**src/rtl/gpio_mux_pkg.sv**
```systemverilog
package gpio_mux_pkg;
  localparam int unsigned REG_AW = 6;

  // function select, encoded as {sel_b, sel_a}
  typedef enum logic [1:0] {
    FN_GPIO = 2'b00,
    FN_A    = 2'b01,
    FN_B    = 2'b10,
    FN_C    = 2'b11
  } pin_fn_e;

  localparam logic [REG_AW-1:0] OFS_DAT   = 6'h00;
  localparam logic [REG_AW-1:0] OFS_DSET  = 6'h04;
  localparam logic [REG_AW-1:0] OFS_DCLR  = 6'h08;
  localparam logic [REG_AW-1:0] OFS_PDIS  = 6'h0C;
  localparam logic [REG_AW-1:0] OFS_DIR   = 6'h10;
  localparam logic [REG_AW-1:0] OFS_DIRS  = 6'h14;
  localparam logic [REG_AW-1:0] OFS_DIRC  = 6'h18;
  localparam logic [REG_AW-1:0] OFS_KEEP  = 6'h1C;
  localparam logic [REG_AW-1:0] OFS_SELA  = 6'h20;
  localparam logic [REG_AW-1:0] OFS_SELB  = 6'h24;
endpackage

```
**src/rtl/gpio_sync.sv**
```systemverilog
module gpio_sync #(
  parameter int unsigned WIDTH  = 32,
  parameter int unsigned STAGES = 2
) (
  input  logic             clk_i,
  input  logic             rst_ni,
  input  logic [WIDTH-1:0] d_i,
  output logic [WIDTH-1:0] q_o
);
  logic [WIDTH-1:0] stage_q [STAGES];

  for (genvar s = 0; s < STAGES; s++) begin : g_stage
    always_ff @(posedge clk_i or negedge rst_ni) begin
      if (!rst_ni) stage_q[s] <= '0;
      else if (s == 0) stage_q[s] <= d_i;
      else stage_q[s] <= stage_q[(s == 0) ? 0 : s-1];
    end
  end

  assign q_o = stage_q[STAGES-1];
endmodule

```
**src/rtl/gpio_regs.sv**
```systemverilog
module gpio_regs
  import gpio_mux_pkg::*;
#(
  parameter int unsigned NUM_PINS = 32
) (
  input  logic                clk_i,
  input  logic                rst_ni,
  input  logic                sel_i,
  input  logic                we_i,
  input  logic [REG_AW-1:0]   addr_i,
  input  logic [NUM_PINS-1:0] wdata_i,
  input  logic [NUM_PINS-1:0] level_i,
  output logic [NUM_PINS-1:0] rdata_o,
  output logic [NUM_PINS-1:0] dat_o,
  output logic [NUM_PINS-1:0] dir_o,
  output logic [NUM_PINS-1:0] pdis_o,
  output logic [NUM_PINS-1:0] keep_o,
  output logic [NUM_PINS-1:0] sela_o,
  output logic [NUM_PINS-1:0] selb_o
);
  logic                wr;
  logic [NUM_PINS-1:0] dat_q, dir_q, pdis_q, keep_q, sela_q, selb_q;

  assign wr = sel_i & we_i;

  always_ff @(posedge clk_i or negedge rst_ni) begin
    if (!rst_ni) begin
      dat_q  <= '0;
      dir_q  <= '0;
      pdis_q <= '0;
      keep_q <= '0;
      sela_q <= '0;
      selb_q <= '0;
    end else if (wr) begin
      unique case (addr_i)
        OFS_DSET: dat_q  <= dat_q | wdata_i;
        OFS_DCLR: dat_q  <= dat_q & ~wdata_i;
        OFS_DIRS: dir_q  <= dir_q | wdata_i;
        OFS_DIRC: dir_q  <= dir_q & ~wdata_i;
        OFS_PDIS: pdis_q <= wdata_i;
        OFS_KEEP: keep_q <= wdata_i;
        OFS_SELA: sela_q <= wdata_i;
        OFS_SELB: selb_q <= wdata_i;
        default:  ;  // data and direction words are read-only
      endcase
    end
  end

  always_comb begin
    rdata_o = '0;
    if (sel_i && !we_i) begin
      unique case (addr_i)
        OFS_DAT:  rdata_o = level_i;
        OFS_DIR:  rdata_o = dir_q;
        OFS_PDIS: rdata_o = pdis_q;
        OFS_KEEP: rdata_o = keep_q;
        OFS_SELA: rdata_o = sela_q;
        OFS_SELB: rdata_o = selb_q;
        default:  rdata_o = '0;
      endcase
    end
  end

  assign dat_o  = dat_q;
  assign dir_o  = dir_q;
  assign pdis_o = pdis_q;
  assign keep_o = keep_q;
  assign sela_o = sela_q;
  assign selb_o = selb_q;
endmodule

```
**src/rtl/gpio_pad_mux.sv**
```systemverilog
module gpio_pad_mux
  import gpio_mux_pkg::*;
#(
  parameter int unsigned NUM_PINS = 32
) (
  input  logic                sleep_i,
  input  logic [NUM_PINS-1:0] dat_i,
  input  logic [NUM_PINS-1:0] dir_i,
  input  logic [NUM_PINS-1:0] pdis_i,
  input  logic [NUM_PINS-1:0] keep_i,
  input  logic [NUM_PINS-1:0] sela_i,
  input  logic [NUM_PINS-1:0] selb_i,
  input  logic [NUM_PINS-1:0] pad_in_i,
  input  logic [NUM_PINS-1:0] a_out_i,
  input  logic [NUM_PINS-1:0] a_oe_i,
  input  logic [NUM_PINS-1:0] b_out_i,
  input  logic [NUM_PINS-1:0] b_oe_i,
  input  logic [NUM_PINS-1:0] c_out_i,
  input  logic [NUM_PINS-1:0] c_oe_i,
  output logic [NUM_PINS-1:0] pad_out_o,
  output logic [NUM_PINS-1:0] pad_oe_o,
  output logic [NUM_PINS-1:0] pull_en_o,
  output logic [NUM_PINS-1:0] pull_up_o,
  output logic [NUM_PINS-1:0] a_in_o,
  output logic [NUM_PINS-1:0] b_in_o,
  output logic [NUM_PINS-1:0] c_in_o
);
  for (genvar n = 0; n < NUM_PINS; n++) begin : g_pin
    pin_fn_e fn;
    logic    revert, oe, out;

    assign fn     = pin_fn_e'({selb_i[n], sela_i[n]});
    assign revert = sleep_i & ~keep_i[n];

    always_comb begin
      unique case (fn)
        FN_A:    begin oe = a_oe_i[n]; out = a_out_i[n]; end
        FN_B:    begin oe = b_oe_i[n]; out = b_out_i[n]; end
        FN_C:    begin oe = c_oe_i[n]; out = c_out_i[n]; end
        default: begin oe = dir_i[n];  out = dat_i[n];   end
      endcase
      if (revert) begin
        oe  = 1'b0;
        out = dat_i[n];
      end
    end

    assign pad_oe_o[n]  = oe;
    assign pad_out_o[n] = out;
    // sleep reversion forces the pull on regardless of the disable mask
    assign pull_en_o[n] = revert | (~oe & ~pdis_i[n]);
    assign pull_up_o[n] = dat_i[n];

    assign a_in_o[n] = (fn == FN_A) & pad_in_i[n];
    assign b_in_o[n] = (fn == FN_B) & pad_in_i[n];
    assign c_in_o[n] = (fn == FN_C) & pad_in_i[n];
  end
endmodule

```
**src/rtl/gpio_mux_port.sv**
```systemverilog
module gpio_mux_port
  import gpio_mux_pkg::*;
#(
  parameter int unsigned NUM_PINS    = 32,
  parameter int unsigned SYNC_STAGES = 2
) (
  input  logic                clk_i,
  input  logic                rst_ni,
  input  logic                bus_sel_i,
  input  logic                bus_we_i,
  input  logic [REG_AW-1:0]   bus_addr_i,
  input  logic [NUM_PINS-1:0] bus_wdata_i,
  output logic [NUM_PINS-1:0] bus_rdata_o,
  input  logic                sleep_i,
  input  logic [NUM_PINS-1:0] pad_in_i,
  output logic [NUM_PINS-1:0] pad_out_o,
  output logic [NUM_PINS-1:0] pad_oe_o,
  output logic [NUM_PINS-1:0] pad_pull_en_o,
  output logic [NUM_PINS-1:0] pad_pull_up_o,
  input  logic [NUM_PINS-1:0] alt_a_out_i,
  input  logic [NUM_PINS-1:0] alt_a_oe_i,
  output logic [NUM_PINS-1:0] alt_a_in_o,
  input  logic [NUM_PINS-1:0] alt_b_out_i,
  input  logic [NUM_PINS-1:0] alt_b_oe_i,
  output logic [NUM_PINS-1:0] alt_b_in_o,
  input  logic [NUM_PINS-1:0] alt_c_out_i,
  input  logic [NUM_PINS-1:0] alt_c_oe_i,
  output logic [NUM_PINS-1:0] alt_c_in_o
);
  logic [NUM_PINS-1:0] level, dat_q, dir_q, pdis_q, keep_q, sela_q, selb_q;

  gpio_sync #(.WIDTH(NUM_PINS), .STAGES(SYNC_STAGES)) u_sync (
    .clk_i  (clk_i),
    .rst_ni (rst_ni),
    .d_i    (pad_in_i),
    .q_o    (level)
  );

  gpio_regs #(.NUM_PINS(NUM_PINS)) u_regs (
    .clk_i   (clk_i),
    .rst_ni  (rst_ni),
    .sel_i   (bus_sel_i),
    .we_i    (bus_we_i),
    .addr_i  (bus_addr_i),
    .wdata_i (bus_wdata_i),
    .level_i (level),
    .rdata_o (bus_rdata_o),
    .dat_o   (dat_q),
    .dir_o   (dir_q),
    .pdis_o  (pdis_q),
    .keep_o  (keep_q),
    .sela_o  (sela_q),
    .selb_o  (selb_q)
  );

  gpio_pad_mux #(.NUM_PINS(NUM_PINS)) u_mux (
    .sleep_i   (sleep_i),
    .dat_i     (dat_q),
    .dir_i     (dir_q),
    .pdis_i    (pdis_q),
    .keep_i    (keep_q),
    .sela_i    (sela_q),
    .selb_i    (selb_q),
    .pad_in_i  (pad_in_i),
    .a_out_i   (alt_a_out_i),
    .a_oe_i    (alt_a_oe_i),
    .b_out_i   (alt_b_out_i),
    .b_oe_i    (alt_b_oe_i),
    .c_out_i   (alt_c_out_i),
    .c_oe_i    (alt_c_oe_i),
    .pad_out_o (pad_out_o),
    .pad_oe_o  (pad_oe_o),
    .pull_en_o (pad_pull_en_o),
    .pull_up_o (pad_pull_up_o),
    .a_in_o    (alt_a_in_o),
    .b_in_o    (alt_b_in_o),
    .c_in_o    (alt_c_in_o)
  );
endmodule

```
**config.mk**
```make
export PLATFORM = sky130hd
export DESIGN_NAME = gpio_mux_port
export DESIGN_NICKNAME = d
export VERILOG_FILES = /design/src/rtl/gpio_mux_pkg.sv /design/src/rtl/gpio_sync.sv /design/src/rtl/gpio_regs.sv /design/src/rtl/gpio_pad_mux.sv /design/src/rtl/gpio_mux_port.sv
export SDC_FILE = /design/constraint.sdc
export NUM_CORES = 1
export LEC_CHECK = 0
export BUFFER_PORTS_ARGS = -buffer_cell sky130_fd_sc_hd__buf_2
export CORE_AREA = 2 2 206 208
export CTS_BUF_LIST = sky130_fd_sc_hd__clkbuf_4 sky130_fd_sc_hd__clkbuf_8
export CTS_CLUSTER_SIZE = 8
export DETAILED_ROUTE_END_ITERATION = 12
export DIE_AREA = 0 0 208 210
export MAX_ROUTING_LAYER = met4
export SLEW_MARGIN = 25
export SYNTH_ARGS = -nofsm -noshare
export SYNTH_HDL_FRONTEND = slang
export SYNTH_SLANG_ARGS = --single-unit
```
**constraint.sdc**
```tcl
create_clock -name clk_i -period 2.4 [get_ports clk_i]
set_clock_uncertainty 0.2 [all_clocks]
set_input_delay 0.12 -clock clk_i [delete_from_list [all_inputs] [get_ports clk_i]]
set_output_delay 0.12 -clock clk_i [all_outputs]
set_load 0.05 [all_outputs]
```
-- After elaboration in Yosys (flattened, before gate mapping)
Index checks and enable logic that the tools add are counted.
- bits in registers: 256
- bits of input ports: 267
- output and inout bits: 256
- logic and storage cells: 550
- eq/ne operators: 105
- muxes and demuxes: 132
- bitwise gates (word level): 294
- reductions and logical operators: 11
- operators with widths (cell ; number):
    one-hot mux 1 bit (3 select lines) ; 64
    one-hot mux 32 bit (6 select lines) ; 1
    bitwise AND 1 bit ; 161
    equality test 2 bit (second input constant) ; 64
    one-hot mux 32 bit (2 select lines) ; 2
    inverter 1 bit ; 96
    bitwise AND 32 bit ; 2
    equality test 2 x 1 -> 1 bit (second input constant) ; 32
    two-way mux 1 bit ; 64
    OR 32 bit ; 2
    two-way mux 32 bit ; 1
    inverter 32 bit ; 1
    OR 1 bit ; 32
    equality test 6 x 5 -> 1 bit (second input constant) ; 4
    equality test 6 x 4 -> 1 bit (second input constant) ; 2
    equality test 6 bit (second input constant) ; 2
    AND reduction 2 bit ; 6
    equality test 6 x 3 -> 1 bit (second input constant) ; 1
    logical NOT 6 bit ; 1
    nonzero test 2 bit ; 2
    logical AND 1 bit ; 1
    logical NOT 1 bit ; 1

-- Logic depth before layout (Yosys ltp)
- depth after elaboration: 6
- depth in mapped cells: 6
- gate-level depth less buffers: 3

-- Modules after synthesis
Synthesis repeated with hierarchy kept, for this count alone.
- cell total of the unflattened synthesis: 1430
- area, all modules: 15702.6 µm²
- by module, submodules not included (module ; instances ; cells each ; area an instance (µm²)):
    gpio_regs ; 1 ; 766 ; 9584.2
    gpio_pad_mux ; 1 ; 568 ; 4276.6
    gpio_sync ; 1 ; 96 ; 1841.8

-- Worst setup path before layout
No wires, ideal clock.
- path kind: register -> output
- start: reg u_regs.selb_q[30], in the netlist u_regs.selb_o[30]
- end: out pad_pull_en_o[30]
- arrival time: 2.214 ns
- required time: 2.080 ns
- path slack: -0.134 ns
- cell stages (with the launch flop): 4
- buffers on the path: 1
- path through: dfrtp_1 -> clkbuf_1 -> mux4_2 -> o21ai_0
- longest elaborated chain between the ends: 6
- elaborated cells between the ends (all ways): 8
- classes of those cells: eq/ne (3); mux (2); bitwise (3)
- ends and longest elaborated chain (item ; RTL line ; RTL):
    start, declared ; gpio_regs.sv:22 ; logic [NUM_PINS-1:0] dat_q, dir_q, pdis_q, keep_q, sela_q, selb_q;
    start signal, assigned ; gpio_regs.sv:43 ; OFS_SELB: selb_q <= wdata_i;
    equality test 2 bit or equality test 2 x 1 -> 1 bit (tied branches) ; gpio_pad_mux.sv:36 ; unique case (fn)
    one-hot mux 1 bit (3 select lines) * ; gpio_pad_mux.sv:36 ;
    two-way mux 1 bit * ; gpio_pad_mux.sv:42 ; if (revert) begin
    inverter 1 bit * ; gpio_pad_mux.sv:51 ; assign pull_en_o[n] = revert | (~oe & ~pdis_i[n]);
    bitwise AND 1 bit * ; gpio_pad_mux.sv:51 ;
    OR 1 bit * ; gpio_pad_mux.sv:51 ;
    end, declared ; gpio_mux_port.sv:18 ; output logic [NUM_PINS-1:0] pad_pull_en_o,
Mark *: on every way between the ends. The rest lies on a longest branch, timed or not.

-- Final worst setup path
- start: reg u_regs.selb_q[9], in the netlist u_regs.selb_o[9]
- end: out pad_pull_en_o[9]
The elaborated chain is that of the path after synthesis.

==> run_results.csv <==
group,metric,value,unit
global_routing,gr-usage-all-layers,0.248,
yosys,synth-compound-area-share,0.0716,
global_routing,grt_use_met3,0.0343,
clock_tree,cts.clk_slew.worst_paths,50,ps
drt,first_pass_iters,7,
drt,drt-total-wl,53800,um
yosys,synth_simple_gate_area_frac,0.189,
power,ir_drop,0.339,mV
final_layout,fillCellCount,3806,
worst_hold_path,whs_path_depth,2,
global_routing,grt_antenna_before_repair,2,
global_routing,busiest_layer,"met2",
floorplanning,ios,523,
timing,finalHoldViolCount,0,
global_routing,use_met1,0.314,
yosys,netlist_instances,1461,
yosys,synthTopCellsByArea,"dfrtp_1 41%, mux2_1 9.9%, mux2_2 4.7%",
yosys,synth_top_family_by_area,"multiplexers",
timing,max_clock_freq,428,MHz
final_layout,seqCellArea,0.00644,sq mm
setup_path,crit_fanout,2,
setup_path,path_cells,"mux4_2, o21ai_1, buf_2",
yosys,synthDistinctLibCells,35,
global_routing,grt_pass1_wl,82000,um
floorplanning,chipWidth,208,um
setup_path,slowest_stage,"mux4_2",
final_layout,fin_util,0.495,
timing,tns,0,ps
timing,whs,78.5,ps
setup_path,cpPeakStageDelay,520,ps
placed_design,port_buffers,522,
timing,worstMarginPinSlew,586,ps
floorplanning,dieArea,0.0437,sq mm
clock_tree,insertion_delay,590,ps
drt,routedWlPerCell,21.2,um
clock_tree,cts_buffer_depth,3,
timing,final_max_slew_viol_count,0,
yosys,synthXorXnorAreaFrac,0.000566,
yosys,syn_area,0.0155,sq mm
floorplanning,fp-row-count,75,
drt,dr.first_iter.drc_count,803,
power,cellLeakagePower,10.2,nW
timing,fin_crit_sh,0.973,
timing,period_needed,2340,ps
flow_run,maxCapViolCount,0,
setup_path,critPathArrivalTime,2020,ps
setup_path,endpoint_kind,"output pin",
power,power_density,652,mW/mm^2
worst_hold_path,hold_class,"input pin to flip-flop",
clock_tree,cts_made_buffers,47,
yosys,synth.top_cell.area_share,0.414,
clock_tree,clock_sinks,256,
drt,vias_per_cell,5.43,
timing,relSlewSlack,0.610,
clock_tree,cts_max_level,2,
yosys,synth_fp_nets,1728,
floorplanning,start_util,0.373,
global_routing,grt_pass1_vias,14000,
global_routing,grt-ovfl-total,0,
yosys,yosysMostFrequentCell,"dfrtp_1",
setup_path,cp.required,2080,ps
yosys,ys_ff_latch,256,
final_layout,multi_input_comb_area,0.00811,sq mm
yosys,synthFlopType,"dfrtp_1",
final_layout,synthToLayoutAreaGrowth,32.5,%
floorplanning,core,0.0415,sq mm
yosys,synth_mux_area_frac,0.249,
yosys,synth_edf_count,0,
global_routing,grt_max_degree,70,
setup_path,crit_type,"flip-flop to output pin",
clock_tree,cts_tree,"yes",
setup_path,rr_worst_depth,2,
final_layout,nets,2232,
yosys,ys_async_sr_fraction,1.00,
drt,ant_nets,0,
run_status,status,"completed",
floorplanning,die_h,210,um
yosys,synth.largest_area_cell,"dfrtp_1",
setup_path,cp-start-kind,"flip-flop",
global_routing,use_met2,0.404,
placed_design,place.gp.congestion,0.927,
timing,setup_viol,0,
final_layout,drive_gt1_frac,0.426,
yosys,avgSynthCellArea,10.6,sq um
drt,vias,13800,
drt,drc_errors,0,
timing,rsz0062_at_grt,"no",
yosys,yosys_warnings,0,
placed_design,dp_hpwl,37100,um
yosys,synth_commonest_cells,"256 x dfrtp_1, 136 x mux2_1, 130 x clkbuf_1",
clock_tree,cts_root_buffer,"clkbuf_8",
yosys,synth_adder_area_share,0,
yosys,seq_area_frac_synth,0.414,
-- report_power, final --
group          switching [W]  internal [W]
combinational        0.00253       0.00136
clock                0.00180       0.00247
sequential          0.000485       0.00472
-- final cells by class --
class,instances,share of cell area
antenna,2,0.000244
clock buffer,73,0.0441
clock inverter,5,0.00244
inverter,15,0.00274
multi-input combinational,971,0.395
sequential,256,0.314
tap,539,0.0329
timing repair buffer,674,0.208
-- metal layers --
metal | vias up | share of wire
met2 | 558 | 0.49
li1 | 6244 | -
met5 | - | 0
met3 | 114 | 0.051
met1 | 6852 | 0.43
met4 | 0 | 0.031
-- final timing paths --
check / from / endpoint / slack [ps]
worst max-delay path: u_regs.selb_o[9]$_DFFE_PN0P_ / pad_pull_en_o[9] / 60
worst min-delay path: pad_in_i[10] / u_sync.stage_q[42]$_DFF_PN0_ / 80
worst max register to register: u_regs.selb_o[20]$_DFFE_PN0P_ / u_regs.selb_o[20]$_DFFE_PN0P_ / 1230
worst min register to register: u_sync.stage_q[47]$_DFF_PN0_ / u_sync.q_o[15]$_DFF_PN0_ / 140
max in group asynchronous: rst_ni / u_regs.selb_o[11]$_DFFE_PN0P_ / 750
min in group asynchronous: rst_ni / async pin / 420
-- what timing repair did --
action                                 in CTS  in global routing
resized for setup                          31                 14
endpoints found under the hold margin     480                  0
setup buffers                               0                  7
hold buffers                               96                  0
setup endpoints to repair                  37                 23
-- critical path: cells and delay by family, from the launching register on --
family	cells	cell delay (ps)
flops	1	380
buf+inv	1	320
compound gates	1	220
mux	1	520
-- cells by family after synthesis --
family                    Yosys count
muxes                             305
buffers and inverters             234
xor gates and xnor gates            1
AOI/OAI and AO/OA                 175
and+or+nand+nor                   490
DFF                               256
-- metrics by stage --
stage	total power [W]	cell area, sq um	instances	worst slack [ps]
floorplan	0.00795	15600	1461	35.6
global placement	0.00893	18500	2352	307
detailed placement	0.00898	18500	2352	248
CTS	0.0135	20400	2526	0.204
global route	0.0140	20500	2535	0.455
finish	0.0134	20500	2535	63.6
-- cell usage in the layout, fill, tap and decap left out, drive strengths merged, types with 8 or more instances in the layout --
cell         instances
nor3b               47
nand4               64
nand2b              33
mux2i               42
nand3b              32
mux4                32
and3                65
a22oi               15
dfrtp              256
and2                33
buf                570
and3b               23
o21ai              103
a22o                10
nand2               61
inv                 15
nor2b                8
mux2               231
nand3               65
dlygate4sd3         96
clkbuf              81
a41oi               32
nor2                51
a21o                15
(Power assumes the default switching activity.)
